**src/rtl/shadow_pkg.sv**
```systemverilog
package shadow_pkg;
  localparam int SHADOW_SLOTS_DEF = 13;
  localparam int SHADOW_DATA_DEF  = 16;

  typedef struct packed {
    logic valid;
    logic ovr;
  } slot_flags_t;
endpackage

```
**src/rtl/result_slot.sv**
```systemverilog
module result_slot
  import shadow_pkg::*;
#(
  parameter int SLOT_ID = 0,
  parameter int DATA_W  = 16,
  parameter int IDX_W   = 4
) (
  input  logic              clk,
  input  logic              rst_n,
  input  logic              wr_en,
  input  logic [IDX_W-1:0]  wr_idx,
  input  logic [DATA_W-1:0] wr_data,
  input  logic              clr_en,
  output slot_flags_t       flags_o,
  output logic [DATA_W-1:0] data_o
);
  slot_flags_t       flags_q, flags_d;
  logic [DATA_W-1:0] data_q, data_d;
  logic              data_ce;
  logic              wr_hit;

  always_comb begin
    wr_hit  = wr_en && (wr_idx == IDX_W'(SLOT_ID));
    data_ce = wr_hit;
    data_d  = wr_data;
    flags_d = flags_q;
    if (wr_hit) begin
      flags_d.valid = 1'b1;
      if (clr_en)             flags_d.ovr = 1'b0;
      else if (flags_q.valid) flags_d.ovr = 1'b1;
    end else if (clr_en) begin
      flags_d.valid = 1'b0;
      flags_d.ovr   = 1'b0;
    end
  end

  always_ff @(posedge clk or negedge rst_n) begin
    if (!rst_n) begin
      flags_q <= '0;
      data_q  <= '0;
    end else begin
      flags_q <= flags_d;
      if (data_ce) data_q <= data_d;
    end
  end

  assign flags_o = flags_q;
  assign data_o  = data_q;


  write_wins_chk: assert property (@(posedge clk) disable iff (!rst_n)
    wr_hit |=> (flags_q.valid && data_q == $past(wr_data)));

  consume_clears_chk: assert property (@(posedge clk) disable iff (!rst_n)
    (clr_en && !wr_hit) |=> !flags_q.valid);

  overrun_set_chk: assert property (@(posedge clk) disable iff (!rst_n)
    (wr_hit && flags_q.valid && !clr_en) |=> flags_q.ovr);

  overrun_clr_chk: assert property (@(posedge clk) disable iff (!rst_n)
    clr_en |=> !flags_q.ovr);
endmodule

```
**src/rtl/prio_select.sv**
```systemverilog
module prio_select #(
  parameter int NUM_SLOTS = 13,
  parameter int DATA_W    = 16,
  parameter int IDX_W     = 4
) (
  input  logic [NUM_SLOTS-1:0]             valid_vec,
  input  logic [NUM_SLOTS-1:0][DATA_W-1:0] data_vec,
  output logic [NUM_SLOTS-1:0]             grant,
  output logic [IDX_W-1:0]                 sel_idx,
  output logic [DATA_W-1:0]                sel_data,
  output logic                             any_valid
);
  always_comb begin
    grant     = '0;
    sel_idx   = '0;
    any_valid = 1'b0;
    for (int i = 0; i < NUM_SLOTS; i++) begin
      if (valid_vec[i] && !any_valid) begin
        any_valid = 1'b1;
        grant[i]  = 1'b1;
        sel_idx   = IDX_W'(i);
      end
    end
  end

  always_comb begin
    sel_data = '0;
    for (int i = 0; i < NUM_SLOTS; i++) begin
      sel_data = sel_data | (data_vec[i] & {DATA_W{grant[i]}});
    end
  end
endmodule

```
**src/rtl/shadow_hold.sv**
```systemverilog
module shadow_hold #(
  parameter int DATA_W = 16,
  parameter int IDX_W  = 4
) (
  input  logic              clk,
  input  logic              rst_n,
  input  logic              cap_en,
  input  logic [IDX_W-1:0]  idx_in,
  input  logic [DATA_W-1:0] data_in,
  output logic [IDX_W-1:0]  idx_o,
  output logic [DATA_W-1:0] data_o
);
  logic [IDX_W-1:0]  idx_q, idx_d;
  logic [DATA_W-1:0] data_q, data_d;

  always_comb begin
    idx_d  = cap_en ? idx_in  : idx_q;
    data_d = cap_en ? data_in : data_q;
  end

  always_ff @(posedge clk or negedge rst_n) begin
    if (!rst_n) begin
      idx_q  <= '0;
      data_q <= '0;
    end else begin
      idx_q  <= idx_d;
      data_q <= data_d;
    end
  end

  assign idx_o  = idx_q;
  assign data_o = data_q;
endmodule

```
**src/rtl/peek_mux.sv**
```systemverilog
module peek_mux
  import shadow_pkg::*;
#(
  parameter int NUM_SLOTS = 13,
  parameter int DATA_W    = 16,
  parameter int IDX_W     = 4
) (
  input  logic [IDX_W-1:0]                 idx,
  input  slot_flags_t [NUM_SLOTS-1:0]      flags_vec,
  input  logic [NUM_SLOTS-1:0][DATA_W-1:0] data_vec,
  output logic                             valid_o,
  output logic                             ovr_o,
  output logic [DATA_W-1:0]                data_o
);
  always_comb begin
    valid_o = 1'b0;
    ovr_o   = 1'b0;
    data_o  = '0;
    for (int i = 0; i < NUM_SLOTS; i++) begin
      if (idx == IDX_W'(i)) begin
        valid_o = flags_vec[i].valid;
        ovr_o   = flags_vec[i].ovr;
        data_o  = data_vec[i];
      end
    end
  end
endmodule

```
**src/rtl/result_shadow_bank.sv**
```systemverilog
module result_shadow_bank
  import shadow_pkg::*;
#(
  parameter  int NUM_SLOTS = SHADOW_SLOTS_DEF,
  parameter  int DATA_W    = SHADOW_DATA_DEF,
  localparam int IDX_W     = $clog2(NUM_SLOTS)
) (
  input  logic              clk,
  input  logic              rst_n,
  input  logic              cnv_done,
  input  logic [IDX_W-1:0]  cnv_slot,
  input  logic [DATA_W-1:0] cnv_result,
  input  logic              dma_rd,
  output logic              cur_valid,
  output logic [IDX_W-1:0]  cur_slot,
  output logic [DATA_W-1:0] cur_result,
  input  logic [IDX_W-1:0]  peek_slot,
  output logic              peek_valid,
  output logic              peek_ovr,
  output logic [DATA_W-1:0] peek_result
);
  slot_flags_t [NUM_SLOTS-1:0]      flags_vec;
  logic [NUM_SLOTS-1:0][DATA_W-1:0] data_vec;
  logic [NUM_SLOTS-1:0]             valid_vec;
  logic [NUM_SLOTS-1:0]             grant;
  logic [NUM_SLOTS-1:0]             clr_vec;
  logic [IDX_W-1:0]                 sel_idx, hold_idx;
  logic [DATA_W-1:0]                sel_data, hold_data;
  logic                             any_valid;
  logic                             consume;

  assign consume = dma_rd && any_valid;
  assign clr_vec = grant & {NUM_SLOTS{consume}};

  for (genvar g = 0; g < NUM_SLOTS; g++) begin : g_slot
    result_slot #(
      .SLOT_ID (g),
      .DATA_W  (DATA_W),
      .IDX_W   (IDX_W)
    ) u_slot (
      .clk     (clk),
      .rst_n   (rst_n),
      .wr_en   (cnv_done),
      .wr_idx  (cnv_slot),
      .wr_data (cnv_result),
      .clr_en  (clr_vec[g]),
      .flags_o (flags_vec[g]),
      .data_o  (data_vec[g])
    );
    assign valid_vec[g] = flags_vec[g].valid;
  end

  prio_select #(
    .NUM_SLOTS (NUM_SLOTS),
    .DATA_W    (DATA_W),
    .IDX_W     (IDX_W)
  ) u_prio (
    .valid_vec (valid_vec),
    .data_vec  (data_vec),
    .grant     (grant),
    .sel_idx   (sel_idx),
    .sel_data  (sel_data),
    .any_valid (any_valid)
  );

  shadow_hold #(
    .DATA_W (DATA_W),
    .IDX_W  (IDX_W)
  ) u_hold (
    .clk     (clk),
    .rst_n   (rst_n),
    .cap_en  (any_valid),
    .idx_in  (sel_idx),
    .data_in (sel_data),
    .idx_o   (hold_idx),
    .data_o  (hold_data)
  );

  peek_mux #(
    .NUM_SLOTS (NUM_SLOTS),
    .DATA_W    (DATA_W),
    .IDX_W     (IDX_W)
  ) u_peek (
    .idx       (peek_slot),
    .flags_vec (flags_vec),
    .data_vec  (data_vec),
    .valid_o   (peek_valid),
    .ovr_o     (peek_ovr),
    .data_o    (peek_result)
  );

  always_comb begin
    cur_valid  = any_valid;
    cur_slot   = any_valid ? sel_idx  : hold_idx;
    cur_result = any_valid ? sel_data : hold_data;
  end


  grant_onehot_chk: assert property (@(posedge clk) disable iff (!rst_n)
    $onehot0(grant) && ((grant != '0) == (valid_vec != '0)));

  prio_lowest_chk: assert property (@(posedge clk) disable iff (!rst_n)
    ((valid_vec & (grant - NUM_SLOTS'(1))) == '0) && ((grant & ~valid_vec) == '0));

  hold_stable_chk: assert property (@(posedge clk) disable iff (!rst_n)
    (!cur_valid && !$past(cur_valid)) |-> ($stable(cur_slot) && $stable(cur_result)));

  dma_idle_chk: assert property (@(posedge clk) disable iff (!rst_n)
    (dma_rd && !cur_valid && !cnv_done) |=> (valid_vec == '0));

  bad_slot_chk: assert property (@(posedge clk) disable iff (!rst_n)
    (cnv_done && ({1'b0, cnv_slot} >= (IDX_W+1)'(NUM_SLOTS)) && !dma_rd)
      |=> (flags_vec == $past(flags_vec) && data_vec == $past(data_vec)));
endmodule

```
**config.mk**
```make
export PLATFORM = sky130hd
export DESIGN_NAME = result_shadow_bank
export DESIGN_NICKNAME = d
export VERILOG_FILES = /design/src/rtl/shadow_pkg.sv /design/src/rtl/result_slot.sv /design/src/rtl/prio_select.sv /design/src/rtl/shadow_hold.sv /design/src/rtl/peek_mux.sv /design/src/rtl/result_shadow_bank.sv
export SDC_FILE = /design/constraint.sdc
export NUM_CORES = 1
export LEC_CHECK = 0
export ABC_CLOCK_PERIOD_IN_PS = 5000
export BUFFER_PORTS_ARGS = -buffer_cell sky130_fd_sc_hd__buf_2
export CAP_MARGIN = 20
export CORE_MARGIN = 2
export CORE_UTILIZATION = 65
export CTS_CLUSTER_DIAMETER = 100
export DETAILED_ROUTE_END_ITERATION = 10
export PLACE_DENSITY = 0.82
export SYNTH_ARGS = -nofsm -noshare
export SYNTH_HDL_FRONTEND = slang
export SYNTH_SLANG_ARGS = --single-unit
```
**constraint.sdc**
```tcl
create_clock -name clk -period 5 [get_ports clk]
set_clock_uncertainty 0.05 [all_clocks]
set_input_delay 0.5 -clock clk [delete_from_list [all_inputs] [get_ports clk]]
set_output_delay 0.5 -clock clk [all_outputs]
set_load 0.005 [all_outputs]
```
-- Word level (Yosys, flattened, before mapping)
Index checks and enable logic that the tools add are counted.
Widths: inputs -> output; s select.
- equality and inequality tests: 24
- muxes and demuxes: 130
- bitwise operators: 26
- reduce and logical (&&, ||, !) cells: 79
- operator list (cell ; count):
    $mux 16 ; 14
    $and 16x16->16 ; 13
    $or 16x16->16 ; 12
    $mux 1 ; 78
    $mux 2 ; 28
    $reduce_bool 2->1 ; 26
    $eq 4x4->1 const B ; 10
    $eq 4x3->1 const B ; 8
    $logic_and 1x1->1 ; 26
    $reduce_and 2->1 ; 13
    $mux 4 ; 6
    $eq 4x2->1 const B ; 4
    $and 13x13->13 ; 1
    $logic_not 1->1 ; 12
    $mux 3 ; 4
    $eq 4x1->1 const B ; 2
    $logic_not 4->1 ; 2
- flip-flop bits (word level): 254
- input port bits: 28
- output and inout bits: 39

-- Depth between registers and ports, before layout
Gate-level depths: netlist of run 1.
- depth after elaboration: 41
- mapped depth: 8

-- Cells and area by module
Synthesis of run 1 repeated with hierarchy kept, for this count alone.
- cells, all modules: 1178
- area total of the unflattened synthesis: 14566.5 µm²
- modules (own cells, without submodules) (module ; times used ; cells an instance ; area each (µm²)):
    result_slot at g_slot[10].u_slot ... ; 4 ; 42 ; 706.9
    peek_mux ; 1 ; 339 ; 2359.8
    prio_select ; 1 ; 217 ; 1657.8
    result_slot at g_slot[4].u_slot ... ; 2 ; 42 ; 732.0
    result_slot at g_slot[11].u_slot ... ; 2 ; 41 ; 726.9
    result_slot at g_slot[1].u_slot ... ; 2 ; 42 ; 695.7
    shadow_hold ; 1 ; 42 ; 823.3
    result_slot at g_slot[12].u_slot ; 1 ; 41 ; 749.5
    result_slot at g_slot[3].u_slot ; 1 ; 41 ; 719.4
    result_slot at g_slot[0].u_slot ; 1 ; 42 ; 698.2
    result_shadow_bank ; 1 ; 38 ; 421.7

-- Worst setup path before layout of run 1
Ideal clock, no wire load.
- path kind: input -> output
- start point: input peek_slot[0]
- end point: output peek_result[12]
- arrival time: 1.869 ns
- path slack: 2.581 ns
- cell stages on the path: 7
- path buffers: 2
- cells stage by stage: buf_2 > buf_2 > mux2i_1 > a21oi_1 > a221oi_1 > nor3_1 > a221o_1
- cells in the longest elaborated chain, start to end: 14
- RTL lines (item ; RTL line ; source):
    start, declared ; result_shadow_bank.sv:17 ; input logic [IDX_W-1:0] peek_slot,
    $logic_not 4->1 ; peek_mux.sv:20 ; if (idx == IDX_W'(i)) begin
    $mux 16 (12 in series) ; peek_mux.sv:20 ;
    $mux 16 * ; peek_mux.sv:20 ;
    end, declared ; result_shadow_bank.sv:20 ; output logic [DATA_W-1:0] peek_result
Mark *: on every way between the ends. The rest lies on a longest branch, timed or not.

-- Worst setup path in the final report of run 1
- start point: register g_slot[9].u_slot.flags_q, in the netlist g_slot[9].u_slot.flags_o[1]
- end point: output cur_result[10]
- cells in the longest elaborated chain, start to end: 14
- RTL lines (item ; RTL line ; source):
    start, declared ; result_slot.sv:17 ; slot_flags_t flags_q, flags_d;
    start signal, assigned ; result_slot.sv:42 ; flags_q <= flags_d;
    $logic_and 1x1->1 * ; prio_select.sv:18 ; if (valid_vec[i] && !any_valid) begin
    $mux 1 ; prio_select.sv:18 ;
    $logic_not 1->1 ; prio_select.sv:18 ;
    $logic_and 1x1->1 ; prio_select.sv:18 ;
    $mux 1 ; prio_select.sv:18 ;
    $logic_not 1->1 ; prio_select.sv:18 ;
    $logic_and 1x1->1 ; prio_select.sv:18 ;
    $mux 1 ; prio_select.sv:18 ;
    $logic_not 1->1 ; prio_select.sv:18 ;
    $logic_and 1x1->1 ; prio_select.sv:18 ;
    $mux 1 ; prio_select.sv:18 ;
    $and 16x16->16 ; prio_select.sv:29 ; sel_data = sel_data | (data_vec[i] & {DATA_W{grant[i]}});
    $or 16x16->16 ; prio_select.sv:29 ;
    $mux 16 * ; -- ;
    end, declared ; result_shadow_bank.sv:16 ; output logic [DATA_W-1:0] cur_result,
Marked as above.

==> results of run 1 <==
area by class of cell:
class                           instances  area, sq um
Fill cell                            1394         5470
Clock inverter                         12        162.7
Multi-Input combinational cell        954         6620
Tap cell                              270        337.8
Inverter                               22        82.58
Sequential cell                       254         6356
Timing Repair Buffer                   87        553.0
Antenna cell                            1        2.502
Clock buffer                           36        779.5
worst max-delay path, delay by kind of cell, from the launching register on:
kind,cells,cell delay [ns]
compound gates,2,0.40
buf+inv,1,0.18
simple gates,3,1.83
flops,1,0.74
metal layers:
layer	vias up	part of all wire
met5	-	0.00030
met4	2	0.039
met3	161	0.15
met2	956	0.44
met1	5747	0.38
li1	4935	-
through the flow:
stage / power, mW / std cells / utilization
after detailed placement: 5.245 / 1585 / 0.6839
after global routing: 7.759 / 1636 / 0.7314
after global placement: 5.169 / 1584 / 0.6825
after CTS: 7.377 / 1633 / 0.7302
final: 7.500 / 1636 / 0.7314
after floorplan: 4.405 / 1357 / -
synth_stat cells, drive strengths merged (3+ instances only):
library cell / count
nor3: 22
a21o: 5
or3: 14
o21ai: 71
and2: 4
nand2b: 7
nand2: 207
a211oi: 22
o22ai: 28
nor2b: 4
mux4: 12
a221o: 6
dfrtp: 254
mux2: 150
nand3: 8
a21oi: 97
a221oi: 29
clkbuf: 73
a22o: 33
mux2i: 43
inv: 22
or2: 3
a22oi: 19
nand3b: 29
a31oi: 10
nor4: 4
nor2: 63
o211ai: 25
buf: 54
a32oi: 3
a2bb2oi: 12
kinds of logic (layout without fill, tap and decap cells):
| family | count (synthesis) | in the layout | share of synthesized area |
|---|---|---|---|
| buffers and inverters | 149 | 157 | 0.04654 |
| other | 0 | 1 | 0 |
| AND/OR/NAND/NOR | 373 | 373 | 0.1278 |
| AO/OA/AOI/OAI | 376 | 376 | 0.1827 |
| multiplexers | 205 | 205 | 0.1757 |
| flip-flops | 254 | 254 | 0.4672 |
sequential cells by signal, indices dropped and copies added, names as in the netlist:
name and flops:
u_hold.idx_o 4, u_hold.data_o 16, g_slot.u_slot.flags_o 26, g_slot.u_slot.data_o 208
power groups by stage:
| stage | sequential, mW | clock, mW | combinational (mW) |
|---|---|---|---|
| CTS | 3.06 | 2.13 | 2.19 |
| global placement | 3.07 | 0 | 2.10 |
| floorplan | 2.85 | 0 | 1.55 |
| finish | 3.09 | 2.13 | 2.28 |
| global route | 3.13 | 2.21 | 2.42 |
| detailed placement | 3.09 | 0 | 2.16 |
worst min-delay path by stage:
stage,endpoint,cells after the start,slack [ns],start
final,g_slot[8].u_slot.data_o[13],1,-0.01,rst_n
after global routing,g_slot[9].u_slot.data_o[13],1,0.08,rst_n
after CTS,g_slot[9].u_slot.data_o[13],1,0.06,rst_n
after detailed placement,g_slot[1].u_slot.data_o[14],2,0.44,g_slot[1].u_slot.data_o[14]
after global placement,g_slot[4].u_slot.data_o[6],2,0.43,g_slot[4].u_slot.data_o[6]
after floorplan,g_slot[0].u_slot.data_o[0],0,0.15,rst_n
==> Flow_metrics.wiki, run 1 <==
{| class="wikitable"
! Metric !! Value
|-
| Max clock buf depth || 3
|-
| Number of antenna violations at the first check in global routing || 2
|-
| Final global-route overflow total || 0
|-
| # IOs || 67
|-
| Sequential group share of total power || 0.412
|-
| Number of enable-type register cells in the synthesized netlist || 0
|-
| Net count of the mapped netlist || 1,385
|-
| Smallest hold slack || -0.009553 ns
|-
| Power per unit of standard cell area || about 500 nW/um^2
|-
| CTS tree || done
|-
| Number of gates given a new drive strength after cts || 0
|-
| Via total after detailed routing || 11,800
|-
| GRT busiest layer || met2
|-
| R2r endpoint || u_hold.data_o[10]
|-
| Final count of negative-setup-slack endpoints || 0
|-
| Part of the total power dissipated in the clock network || 0.284
|-
| Global placer's final weighted congestion || between 0.9 and 1
|-
| Crit path setup slack, layout || 0.7342 ns
|-
| Number of H-tree branching levels || 1
|-
| Primary flip-flop cell chosen by synthesis mapping || sky130_fd_sc_hd__dfrtp_1
|-
| Most frequent cells in the layout || sky130_fd_sc_hd__dfrtp_1 (254), sky130_fd_sc_hd__nand2_1 (206), sky130_fd_sc_hd__mux2_2 (142), sky130_fd_sc_hd__a21oi_1 (97), sky130_fd_sc_hd__o21ai_0 (71)
|-
| Logic pwr share || 0.304
|-
| Capturing element type of the critical path || output pin
|-
| Arrival @ worst endpoint || 3.72 ns
|-
| Top cells by area, synth || sky130_fd_sc_hd__dfrtp_1 (47%), sky130_fd_sc_hd__mux2_2 (12%), sky130_fd_sc_hd__nand2_1 (5.7%)
|-
| Critical path endpoint || cur_result[10]
|-
| Placement Cell Area || 13,930 sq um
|-
| Vias in the first global route || approximately 11,000
|-
| Post-Route Setup TNS || 0 ns
|-
| Pre-Repair DR Iteration Count || 10
|-
| Floorplan Core Area || 20,360 sq um
|-
| Switching power || between 2 and 3 mW
|-
| Starting Density || 0.6680
|-
| Synthesized area per cell || 10.03 sq um
|-
| Number of design rule violations left after detail routing || 0
|-
| Net switching fraction of the power || 0.3576
|-
| Data required time at the worst endpoint || 4.45 ns
|-
| # nets final || 1,374
|-
| Cell count after synthesis || 1,357
|-
| Met3 Resource Use GR || 0.1261
|-
| Run status || finished, violations left
|-
| Wire length per cell || ~26 microns
|-
| Time the final worst path needs with I/O delays and setup || 4.266 ns
|-
| Leakage dissipation || 6.570 nW
|-
| Relative slew slack || 0.2288
|-
| Share of synthesized flip-flops with an asynchronous set or reset || 1.000
|-
| Cell at the slowest stage of the critical path || sky130_fd_sc_hd__dfrtp_1
|-
| Worst setup SP type || flop
|-
| Setup WS pre-CTS || 1.499 ns
|-
| Highest ir drop seen on vdd || 0.2470 mV
|-
| Number of hold buffers added after CTS || 0
|-
| Tightest Hold Check Type || in2async
|-
| Post-CTS setup buffer count || 0
|-
| IO Port Bufs || 66
|-
| Largest net degree at the start of global routing || 122
|-
| Number of vias per cell after detailed routing || a little over 7
|-
| Count of state elements after synthesis || roughly 250
|-
| Overall fraction of global-route tracks in use || 0.3874
|-
| Worst setup path category || reg2out
|-
| Met1 GRT Util || 0.5390
|-
| Cell count of the worst reg-to-reg path || 5
|-
| Hold violation count in the final report || 2
|-
| Area overhead of the layout relative to synthesis || 9.482%
|-
| Insertion delay to the later sink of the worst-skew pair || about 0.54 ns
|-
| Summed area of non-filler cells in the final layout || around 15,000 sq um
|-
| Most common cell after layout, fill and taps aside || sky130_fd_sc_hd__dfrtp_1
|-
| Beginning of the critical path || g_slot[9].u_slot.flags_o[1]
|-
| First-pass GRT wire length || 65,920 microns
|-
| Pin slew with the least headroom to its limit || 1.156 ns
|-
| Reg2reg setup slack || 1.78 ns
|-
| CTS clk-pin slew, worst paths || 0.06 ns
|-
| Area fraction of the dominant cell type after synthesis || 0.4672
|-
| Count of warnings emitted by yosys || 0
|-
| Period utilization || 0.8532
|-
| Die width || 148.7 microns
|-
| Floorplan row count || 52
|-
| Summed instance area of the synthesized netlist || 13,600 sq um
|-
| Reg-to-reg startpoint || g_slot[9].u_slot.flags_o[1]
|-
| GR met2 Demand/Resource || 0.5650
|-
| Post-synthesis sequential area ratio || 0.4672
|-
| Violated checks || hold timing
|-
| Max Clock Freq || 0.2344 GHz
|-
| Root Buffer || sky130_fd_sc_hd__clkbuf_16
|-
| Cell breakdown of the critical path || or4_4 > nor2_2 > nand2_1 > o21ai_0 > o211ai_1 > buf_2
|-
| Longest individual stage delay on the worst path || 0.74 ns
|-
| Max-slew violations || 0
|-
| Antenna violation net count after detailed routing || 0
|-
| Int Pwr || 4.818 mW
|-
| Full die area || 22,100 sq um
|-
| TritonCTS sink count || 254
|-
| Total half-perimeter wirelength after legalization and detailed placement || about 27,000 microns
|-
| Wire length reported by the detailed router || 42,880 microns
|-
| Count of routing violations after the opening detailed-route iteration || about 1,600
|-
| Die Y-Extent || roughly 150 microns
|-
| Leading area contributor after synthesis || sky130_fd_sc_hd__dfrtp_1
|-
| Share of layout cells above drive strength 1 || 0.2242
|-
| CTS Buf Count || 27
|-
| Distinct cell type count of the synthesized netlist || 58
|-
| Setup repair after global routing missed its margin || no
|-
| Biggest fanout along the worst timing path || 25
|-
| Total of max-cap violations || 0
|}
Power figures use the tool's default switching activity.
==> inputs of run 2 (changes only) <==
- CORE_MARGIN: 2 -> 8
==> run 2 against run 1 <==
Cell area barely moved. Largest cell class unchanged. Via count barely moved. Critical path depth did not move. Sequential share of layout area barely moved. Highest routed layer unchanged. Clock power barely moved. Critical endpoint is now cur_slot[0]. Largest power group unchanged. Cell count rose by 0.37%. Setup slack improved by 0.14 ns. Count of clock-buffer cells in the layout did not move. The flow now finishes without violations. Combinational power barely moved.
==> Flow_metrics.wiki, run 2 (synthesis gave the netlist of run 1 again) <==
{| class="wikitable"
! Metric !! Value
|-
| Final global-route overflow total || 0
|-
| Pre-Repair DR Iteration Count || 6
|-
| Number of design rule violations left after detail routing || 0
|-
| CTS tree || done
|-
| Leakage dissipation || 6.569 nW
|-
| Full die area || 25,810 sq um
|-
| Reg-to-reg startpoint || g_slot[0].u_slot.flags_o[1]
|-
| Setup repair after global routing missed its margin || no
|-
| Placement Cell Area || 13,930 sq um
|-
| Max-slew violations || 0
|-
| Worst setup SP type || flop
|-
| Highest ir drop seen on vdd || 0.2421 mV
|-
| Total half-perimeter wirelength after legalization and detailed placement || 27,740 microns
|-
| Summed area of non-filler cells in the final layout || 14,900 sq um
|-
| Cell at the slowest stage of the critical path || sky130_fd_sc_hd__dfrtp_1
|-
| Number of H-tree branching levels || 1
|-
| Hold violation count in the final report || 0
|-
| Biggest fanout along the worst timing path || 27
|-
| Die width || 160.7 microns
|-
| Overall fraction of global-route tracks in use || 0.3262
|-
| Cell breakdown of the critical path || nor4_4 > nand2_2 > nor2_1 > o21ai_0 > o211ai_1 > buf_2
|-
| Beginning of the critical path || g_slot[0].u_slot.flags_o[1]
|-
| Arrival @ worst endpoint || 3.57 ns
|-
| Pin slew with the least headroom to its limit || 1.144 ns
|-
| # nets final || 1,375
|-
| Tightest Hold Check Type || in2reg
|-
| Largest net degree at the start of global routing || 104
|-
| Fill cell count || 1,477
|-
| Time the final worst path needs with I/O delays and setup || between 4 and 5 ns
|-
| Run status || completed
|-
| Starting Density || 0.6554
|-
| # IOs || 67
|-
| Relative slew slack || 0.2365
|-
| Number of vias per cell after detailed routing || 7.183
|-
| Total of max-cap violations || 0
|-
| Final count of negative-setup-slack endpoints || 0
|-
| Die Y-Extent || 160.7 microns
|-
| IO Port Bufs || 66
|-
| Post-Route Setup TNS || 0 ns
|-
| Max Clock Freq || 0.2426 GHz
|-
| Critical path endpoint || cur_slot[0]
|-
| Cell count of the worst reg-to-reg path || 5
|-
| Period utilization || 0.8245
|-
| Antenna violation net count after detailed routing || 0
|-
| First-pass GRT wire length || 66,860 microns
|-
| Count of routing violations after the opening detailed-route iteration || 1,632
|-
| CTS Buf Count || 27
|-
| Number of antenna violations at the first check in global routing || 2
|-
| Max clock buf depth || 3
|-
| Share of layout cells above drive strength 1 || 0.2225
|-
| CTS clk-pin slew, worst paths || ~0.060 ns
|-
| Floorplan Core Area || 20,760 sq um
|-
| R2r endpoint || u_hold.idx_o[0]
|-
| Capturing element type of the critical path || output pin
|-
| Wire length per cell || 25.87 microns
|-
| Flip-flop count of the largest register after layout || 208
|-
| Most frequent cells in the layout || sky130_fd_sc_hd__dfrtp_1 (254), sky130_fd_sc_hd__nand2_1 (206), sky130_fd_sc_hd__mux2_2 (142), sky130_fd_sc_hd__a21oi_1 (97), sky130_fd_sc_hd__o21ai_0 (71)
|-
| TritonCTS sink count || 254
|-
| Root Buffer || sky130_fd_sc_hd__clkbuf_16
|-
| Setup WS pre-CTS || 1.373 ns
|-
| Most common cell after layout, fill and taps aside || sky130_fd_sc_hd__dfrtp_1
|-
| Area overhead of the layout relative to synthesis || 9.491%
|-
| Reg2reg setup slack || 1.97 ns
|-
| Global placer's final weighted congestion || 0.9742
|-
| Floorplan row count || 53
|-
| Data required time at the worst endpoint || 4.45 ns
|-
| Worst setup path category || reg2out
|-
| Crit path setup slack, layout || 0.8777 ns
|-
| Vias in the first global route || ~12,000
|-
| Insertion delay to the later sink of the worst-skew pair || 0.54 ns
|-
| Power per unit of standard cell area || 505.1 nW/um^2
|-
| Via total after detailed routing || 11,800
|-
| Wire length reported by the detailed router || 42,480 microns
|-
| Longest individual stage delay on the worst path || 0.75 ns
|}
-- run 2: changes by cell type in the layout (fill, tap and decap cells not counted), sizes merged --
cell         previous run  this run
bufinv                  4         5
clkinv                  7         6
dlygate4sd3             0         1
-- run 2: power by group --
part	switching, mW	internal, mW	total, mW	leakage, nW
combinational	1.33	0.961	2.29	2.93
clock	0.832	1.33	2.16	0.474
sequential	0.503	2.57	3.07	3.17
-- run 2: worst max-delay path: cells and delay by family, from the launching register on --
family          cells  cell delay, ns
simple gates        3            1.54
buf+inv             1            0.19
compound gates      2            0.53
flops               1            0.75
-- run 2: stage by stage --
stage	total power, mW	std cells	hold slack, ns	util
global placement	5.170	1592	0.4301	0.6709
global route	7.813	1642	0.2847	0.7176
CTS	7.437	1641	0.2539	0.7175
detailed placement	5.269	1592	0.4372	0.6709
floorplan	4.405	1357	0.1544	-
finish	7.523	1642	0.2678	0.7176
-- run 2: how the worst min path moves through the flow --
stage | from | endpoint | slack, ns | cells past startpoint
2_1_floorplan | rst_n | g_slot[0].u_slot.data_o[0] | 0.15 | 0
3_3_place_gp | g_slot[2].u_slot.flags_o[0] | g_slot[2].u_slot.flags_o[0] | 0.43 | 1
3_5_place_dp | g_slot[4].u_slot.data_o[8] | g_slot[4].u_slot.data_o[8] | 0.44 | 2
4_1_cts | cnv_result[14] | g_slot[8].u_slot.data_o[14] | 0.25 | 3
5_1_grt | cnv_result[12] | g_slot[8].u_slot.data_o[12] | 0.28 | 3
6_report | cnv_result[11] | g_slot[8].u_slot.data_o[11] | 0.27 | 3
-- run 2: layer usage --
metal	track usage	vias up	routed length, microns
met2	0.4745	933	18580
met5	0	-	16
met4	0.1665	2	1896
li1	-	4936	-
met1	0.4414	5751	16330
met3	0.09009	173	5655
-- run 2: final cells by class --
class / instances / area [sq um] / area share
antenna: 1 / 2.502 / 0.0001680
clock buffer: 36 / 769.5 / 0.05166
clock inverter: 12 / 187.7 / 0.01260
sequential: 254 / 6356 / 0.4267
tap: 275 / 344.1 / 0.02310
inverter: 22 / 82.58 / 0.005544
timing repair buffer: 88 / 535.5 / 0.03595
multi-input combinational: 954 / 6618 / 0.4443
-- run 2: what timing repair did --
action / 4_1_cts / 5_1_grt
hold buffers: 1 / 0
gates resized for setup: 0 / 0
setup buffers: 0 / 0
endpoints found under the hold margin: 27 / 0
